[src/rtl/fwarb_pkg.sv]
package fwarb_pkg;
  typedef enum logic [1:0] {
    ST_IDLE  = 2'd0,
    ST_ARB   = 2'd1,
    ST_GRANT = 2'd2
  } arb_state_e;
endpackage

[src/rtl/fwarb_prio.sv]
module fwarb_prio #(
  parameter int N_MASTERS = 4,
  localparam int IDX_W = (N_MASTERS > 1) ? $clog2(N_MASTERS) : 1
) (
  input  logic [N_MASTERS-1:0] cand_i,
  output logic [N_MASTERS-1:0] pick_o,
  output logic [IDX_W-1:0]     idx_o,
  output logic                 any_o
);
  logic [N_MASTERS:0] taken;

  assign taken[0] = 1'b0;

  for (genvar g = 0; g < N_MASTERS; g++) begin : g_chain
    assign pick_o[g]    = cand_i[g] & ~taken[g];
    assign taken[g+1]   = taken[g] | cand_i[g];
  end

  assign any_o = taken[N_MASTERS];

  always_comb begin
    idx_o = '0;
    for (int i = N_MASTERS - 1; i >= 0; i--) begin
      if (cand_i[i]) idx_o = IDX_W'(i);
    end
  end
endmodule

[src/rtl/fwarb_window.sv]
module fwarb_window #(
  parameter int N_MASTERS = 4
) (
  input  logic                 clk,
  input  logic                 rst,
  input  logic                 run_i,
  input  logic                 fair_i,
  input  logic [N_MASTERS-1:0] req_i,
  input  logic                 load_i,
  input  logic                 hold_i,
  input  logic                 gnt_stb_i,
  input  logic [N_MASTERS-1:0] gnt_vec_i,
  output logic [N_MASTERS-1:0] admitted_o,
  output logic [N_MASTERS-1:0] cand_o
);
  logic [N_MASTERS-1:0] win_q;
  logic [N_MASTERS-1:0] win_live;

  assign win_live = win_q & req_i;
  assign cand_o   = win_live;

  always_comb begin
    if (!run_i)                      admitted_o = '0;
    else if (fair_i && |win_live)    admitted_o = win_live;
    else                             admitted_o = req_i;
  end

  always_ff @(posedge clk) begin
    if (rst) begin
      win_q <= '0;
    end else if (load_i) begin
      win_q <= admitted_o;
    end else if (gnt_stb_i) begin
      win_q <= fair_i ? (win_live & ~gnt_vec_i) : '0;
    end else if (hold_i) begin
      win_q <= win_q;
    end else if (fair_i) begin
      win_q <= win_live;
    end
  end

  assert_window_clear_R6: assert property (@(posedge clk) disable iff (rst)
    (gnt_stb_i && fair_i) |=> ((win_q & $past(gnt_vec_i)) == '0));
endmodule

[src/rtl/fwarb_ctrl.sv]
module fwarb_ctrl
  import fwarb_pkg::*;
#(
  parameter int N_MASTERS  = 4,
  parameter int ARB_CYCLES = 4,
  localparam int IDX_W = (N_MASTERS > 1) ? $clog2(N_MASTERS) : 1,
  localparam int CNT_W = $clog2(ARB_CYCLES + 1)
) (
  input  logic                 clk,
  input  logic                 rst,
  input  logic                 run_i,
  input  logic                 bus_busy_i,
  input  logic [N_MASTERS-1:0] admitted_i,
  input  logic [N_MASTERS-1:0] pick_i,
  input  logic [IDX_W-1:0]     pick_idx_i,
  input  logic                 pick_any_i,
  output logic                 load_o,
  output logic                 hold_o,
  output logic                 gnt_stb_o,
  output logic [N_MASTERS-1:0] grant_o,
  output logic                 arb_busy_o,
  output logic [IDX_W-1:0]     owner_idx_o,
  output logic                 owner_valid_o
);
  arb_state_e           state_q, state_d;
  logic [CNT_W-1:0]     cnt_q;
  logic                 seen_busy_q;
  logic                 last_tick;

  assign last_tick = (cnt_q == CNT_W'(ARB_CYCLES - 1));

  always_comb begin
    state_d   = state_q;
    load_o    = 1'b0;
    gnt_stb_o = 1'b0;
    unique case (state_q)
      ST_IDLE: begin
        if (run_i && !bus_busy_i && |admitted_i) begin
          state_d = ST_ARB;
          load_o  = 1'b1;
        end
      end
      ST_ARB: begin
        if (!run_i) begin
          state_d = ST_IDLE;
        end else if (last_tick) begin
          if (pick_any_i) begin
            state_d   = ST_GRANT;
            gnt_stb_o = 1'b1;
          end else begin
            state_d = ST_IDLE;
          end
        end
      end
      ST_GRANT: begin
        if (seen_busy_q && !bus_busy_i) state_d = ST_IDLE;
      end
      default: state_d = ST_IDLE;
    endcase
  end

  assign hold_o = (state_q == ST_ARB) && !gnt_stb_o && run_i;

  always_ff @(posedge clk) begin
    if (rst) begin
      state_q       <= ST_IDLE;
      cnt_q         <= '0;
      seen_busy_q   <= 1'b0;
      grant_o       <= '0;
      arb_busy_o    <= 1'b0;
      owner_idx_o   <= '0;
      owner_valid_o <= 1'b0;
    end else begin
      state_q    <= state_d;
      arb_busy_o <= (state_d == ST_ARB);
      if (load_o)                  cnt_q <= '0;
      else if (state_q == ST_ARB)  cnt_q <= cnt_q + 1'b1;
      if (gnt_stb_o) begin
        grant_o       <= pick_i;
        owner_idx_o   <= pick_idx_i;
        owner_valid_o <= 1'b1;
        seen_busy_q   <= 1'b0;
      end else if (state_q == ST_GRANT) begin
        if (bus_busy_i) seen_busy_q <= 1'b1;
        if (state_d == ST_IDLE) begin
          grant_o       <= '0;
          owner_valid_o <= 1'b0;
          seen_busy_q   <= 1'b0;
        end
      end
    end
  end

  assert_onehot_grant_R5: assert property (@(posedge clk) disable iff (rst)
    $onehot0(grant_o));

  assert_hold_while_busy_R5: assert property (@(posedge clk) disable iff (rst)
    (|grant_o && bus_busy_i) |=> $stable(grant_o));

  assert_start_gate_R2: assert property (@(posedge clk) disable iff (rst)
    $rose(arb_busy_o) |-> $past(run_i && !bus_busy_i && !(|grant_o)));

  assert_grant_after_arb_R3: assert property (@(posedge clk) disable iff (rst)
    $rose(owner_valid_o) |-> $past(arb_busy_o));

  assert_halt_keeps_grant_R9: assert property (@(posedge clk) disable iff (rst)
    (|grant_o && !run_i && bus_busy_i) |=> |grant_o);
endmodule

[src/rtl/fwarb_top.sv]
module fwarb_top #(
  parameter int N_MASTERS  = 4,
  parameter int ARB_CYCLES = 4,
  localparam int IDX_W = (N_MASTERS > 1) ? $clog2(N_MASTERS) : 1
) (
  input  logic                 clk,
  input  logic                 rst,
  input  logic                 run_i,
  input  logic                 fair_i,
  input  logic [N_MASTERS-1:0] req_i,
  input  logic                 bus_busy_i,
  output logic [N_MASTERS-1:0] grant_o,
  output logic                 arb_busy_o,
  output logic [IDX_W-1:0]     owner_idx_o,
  output logic                 owner_valid_o
);
  logic [N_MASTERS-1:0] admitted;
  logic [N_MASTERS-1:0] cand;
  logic [N_MASTERS-1:0] pick;
  logic [IDX_W-1:0]     pick_idx;
  logic                 pick_any;
  logic                 load;
  logic                 hold;
  logic                 gnt_stb;

  fwarb_window #(.N_MASTERS(N_MASTERS)) u_window (
    .clk        (clk),
    .rst        (rst),
    .run_i      (run_i),
    .fair_i     (fair_i),
    .req_i      (req_i),
    .load_i     (load),
    .hold_i     (hold),
    .gnt_stb_i  (gnt_stb),
    .gnt_vec_i  (pick),
    .admitted_o (admitted),
    .cand_o     (cand)
  );

  fwarb_prio #(.N_MASTERS(N_MASTERS)) u_prio (
    .cand_i (cand),
    .pick_o (pick),
    .idx_o  (pick_idx),
    .any_o  (pick_any)
  );

  fwarb_ctrl #(.N_MASTERS(N_MASTERS), .ARB_CYCLES(ARB_CYCLES)) u_ctrl (
    .clk           (clk),
    .rst           (rst),
    .run_i         (run_i),
    .bus_busy_i    (bus_busy_i),
    .admitted_i    (admitted),
    .pick_i        (pick),
    .pick_idx_i    (pick_idx),
    .pick_any_i    (pick_any),
    .load_o        (load),
    .hold_o        (hold),
    .gnt_stb_o     (gnt_stb),
    .grant_o       (grant_o),
    .arb_busy_o    (arb_busy_o),
    .owner_idx_o   (owner_idx_o),
    .owner_valid_o (owner_valid_o)
  );
endmodule

[config.mk]
export PLATFORM = sky130hd
export DESIGN_NAME = fwarb_top
export DESIGN_NICKNAME = d
export VERILOG_FILES = /design/src/rtl/fwarb_pkg.sv /design/src/rtl/fwarb_prio.sv /design/src/rtl/fwarb_window.sv /design/src/rtl/fwarb_ctrl.sv /design/src/rtl/fwarb_top.sv
export SDC_FILE = /design/constraint.sdc
export NUM_CORES = 1
export LEC_CHECK = 0
export BUFFER_PORTS_ARGS = -buffer_cell sky130_fd_sc_hd__buf_2
export CAP_MARGIN = 20
export CORE_MARGIN = 4
export CORE_UTILIZATION = 45
export DETAILED_ROUTE_END_ITERATION = 12
export PLACE_DENSITY = 0.66
export SETUP_SLACK_MARGIN = 0.2
export SLEW_MARGIN = 15
export SYNTH_ARGS = -nofsm -noshare
export SYNTH_HDL_FRONTEND = slang
export SYNTH_SLANG_ARGS = --single-unit
[constraint.sdc]
create_clock -name clk -period 2.3 [get_ports clk]
set_clock_uncertainty 0.1 [all_clocks]
set_input_delay 0.23 -clock clk [delete_from_list [all_inputs] [get_ports clk]]
set_output_delay 0.23 -clock clk [all_outputs]
set_load 0.005 [all_outputs]
==> impl_metrics.yaml <==
synthesis:
  syn-instance-count: 117
  synth_top_flop_cell: "dfxtp_1"
  synth_seq_cells: 18
  synth_edf_count: 0
  synthesis.area_um2: 1000
  syn_area_per_cell_um2: 8.56
  yosysUniqueCellTypes: 41
  synth-seq-area-share_pct: 36.0
  ys_warn_count: 0
  synth_nets: 128
  async_flop_share_pct: 0
detailed_routing:
  detail_route.drc_violations: 0
  drt-initial-drc-count: 38
  wl_per_cell_um: 15.0
  viasPerCell: 6.01
  firstDrtPassIters: 5
  vias: 968
  drt_wl_total_um: 2420
  ant_nets: 0
die:
  chipWidth_um: 55.2
  die_area_um2: 3040
  start_util_pct: 49.0
  die-height_um: 55.2
  core_area_um2: 2040
  io_pins: 17
  rows: 16
worst_setup_path:
  r2r_start: "u_ctrl.cnt_q[0]$_SDFFE_PP0P_"
  reg2regPathDepth: 8
  cp-end-kind: "register"
  startpoint_type: "register"
  crit_fanout: 11
  reg2reg_slack_ps: 400
  crit_path_end: "u_window.win_q[3]$_SDFFE_PP0P_"
  crit_required_ps: 2410
  critPathLaunch: "u_ctrl.cnt_q[0]$_SDFFE_PP0P_"
  path_class: "register to register"
  cp.arrival_ps: 2010
  r2r-end: "u_window.win_q[3]$_SDFFE_PP0P_"
grt:
  grt_remaining_overflow: 0
  grt_pass1_wl_um: 3940
  grt_use_total_pct: 18.0
  grt_max_degree: 18
  grt_antenna_before_repair: 0
  grt_pass1_vias: 877
cells_and_area:
  layout_common_cells: "dfxtp_1 (18), buf_2 (16), nor2_1 (15), a21oi_1 (13), nand2_1 (7)"
  multiInputGateArea_um2: 608
  final_common_cell: "dfxtp_1"
  num-nets-final: 147
  seqCellArea_um2: 360
  fillCellCount: 201
  insertedDiodeCount: 0
  area_growth_pct: 13.4
  drive_gt1_share_pct: 20.9
  stdcell_count: 161
sta:
  maxSlewHeadroom_pct: 63.4
  finalSetupTns_ps: 0
  slew_violations: 0
  fmax_mhz: 526
  min_period_over_period_pct: 82.7
  period_needed_ps: 1900
  timing.hold.ws_ps: 181
  setup_violations: 0
  hold_violations: 0
  worst_slew_pin_slew_ps: 542
  grt_setup_unrepaired: "no"
clock_network:
  htreeDepth: 1
  clock_sinks: 18
  clock_path_buffers: 2
  cts_made_buffers: 3
  clockRootBuffer: "clkbuf_4"
  holdBufCountCts: 0
  cts_resized: 0
  post-cts-setup-buffers: 0
  cts.clk_slew.worst_paths_ps: 100
  tritoncts: "yes"
  clock_latency_ps: 290
run:
  maxCapViolations: 0
placed_design:
  io_buffers: 16
  dp.cells: 158
  place.gp.congestion: 0.925
  dp_hpwl_um: 1780
min_path:
  min_path_type: "input pin to register"
pwr:
  power.leakage_uw: 0.000414
  peakVddDrop_uv: 252
  power_density_nw_per_um2: 494
outcome:
  status: "completed"
==> cell usage after synthesis, types with 2 or more instances <==
cell / n / share of area (%)
o22ai_1: 3 / 1.9
nand2b_1: 4 / 2.5
a22oi_1: 2 / 1.5
a21oi_1: 13 / 6.5
nand2_1: 7 / 2.6
a222oi_1: 2 / 2.0
a211oi_1: 3 / 2.2
o311ai_2: 2 / 3.2
ha_1: 2 / 2.5
mux2i_1: 2 / 2.0
nand3_1: 3 / 1.5
and2_1: 3 / 1.9
buf_2: 2 / 1.0
o21ai_0: 3 / 1.5
nor2_1: 15 / 5.6
nand3b_1: 3 / 2.2
inv_1: 4 / 1.5
dfxtp_1: 18 / 36
clkbuf_1: 2 / 0.75
nor2b_1: 3 / 1.9
==> how the worst min path moves through the flow <==
stage	from	to	depth (start not counted)
3_3_place_gp	u_ctrl.owner_valid_o$_SDFFE_PP0P_	u_ctrl.owner_valid_o$_SDFFE_PP0P_	2
4_1_cts	bus_busy_i	u_ctrl.seen_busy_q$_SDFFE_PP0P_	3
2_1_floorplan	req_i[0]	u_ctrl.grant_o[0]$_SDFFE_PP0P_	2
6_report	bus_busy_i	u_ctrl.seen_busy_q$_SDFFE_PP0P_	3
3_5_place_dp	u_ctrl.owner_idx_o[0]$_SDFFE_PP0P_	u_ctrl.owner_idx_o[0]$_SDFFE_PP0P_	2
5_1_grt	bus_busy_i	u_ctrl.seen_busy_q$_SDFFE_PP0P_	3
==> final cells by class <==
type / instances / area share, %
clock buffer: 3 / 1.98
inverter: 4 / 1.32
multi-input combinational: 91 / 53.6
sequential: 18 / 31.8
tap: 27 / 2.98
timing repair buffer: 18 / 8.38
==> metrics by stage <==
| stage | utilization [%] | instance area [um^2] | power (uW) | setup WS, ps |
|---|---|---|---|---|
| final | 55.6 | 1130 | 560 | 398 |
| after global routing | 55.6 | 1130 | 583 | 248 |
| after CTS | 55.6 | 1130 | 561 | 394 |
| after detailed placement | 54.5 | 1110 | 412 | 447 |
| after global placement | 54.5 | 1110 | 411 | 484 |
| after floorplan | - | 1000 | 385 | 553 |
==> kinds of logic (layout without fill, tap and decap cells) <==
kind of cell	Yosys count	after routing	share of synthesized area [%]
xor gates and xnor gates	1	1	0.875
adders and majority gates	2	2	2.50
and+or+nand+nor	46	46	24.0
DFF	18	18	36.0
AOI/OAI and AO/OA	40	40	31.4
buffers and inverters	8	25	3.25
muxes	2	2	2.00
==> critical path, cell delays in order, from the launching register on <==
cell and delay (ps):
dfxtp_1 340, ha_1 200, ha_1 240, nand4b_1 150, a21oi_1 70, buf_4 190, o22ai_1 210, a21oi_2 90
a311oi_2 230
==> sequential cells by signal (all words and copies together), names as in the netlist <==
| name | flops |
|---|---|
| u_ctrl.arb_busy_o | 1 |
| u_ctrl.cnt_q | 3 |
| u_ctrl.grant_o | 4 |
| u_ctrl.owner_idx_o | 2 |
| u_ctrl.owner_valid_o | 1 |
| u_ctrl.seen_busy_q | 1 |
| u_ctrl.state_q | 2 |
| u_window.win_q | 4 |
==> metal layers <==
metal	GRT usage, %	routed length (um)	vias to the layer above
li1	-	-	476
met1	24.9	1110	449
met2	27.6	1110	39
met3	3.49	161	4
met4	6.88	30	0
met5	0	0	-
==> power breakdown <==
group          total, uW  internal [uW]  leakage (uW)  switching, uW
combinational       80.0           30.6      0.000255           49.4
clock                153           60.8     0.0000138           92.7
sequential           327            318      0.000146           8.56
Note: power is estimated with default switching activity, not from simulation.
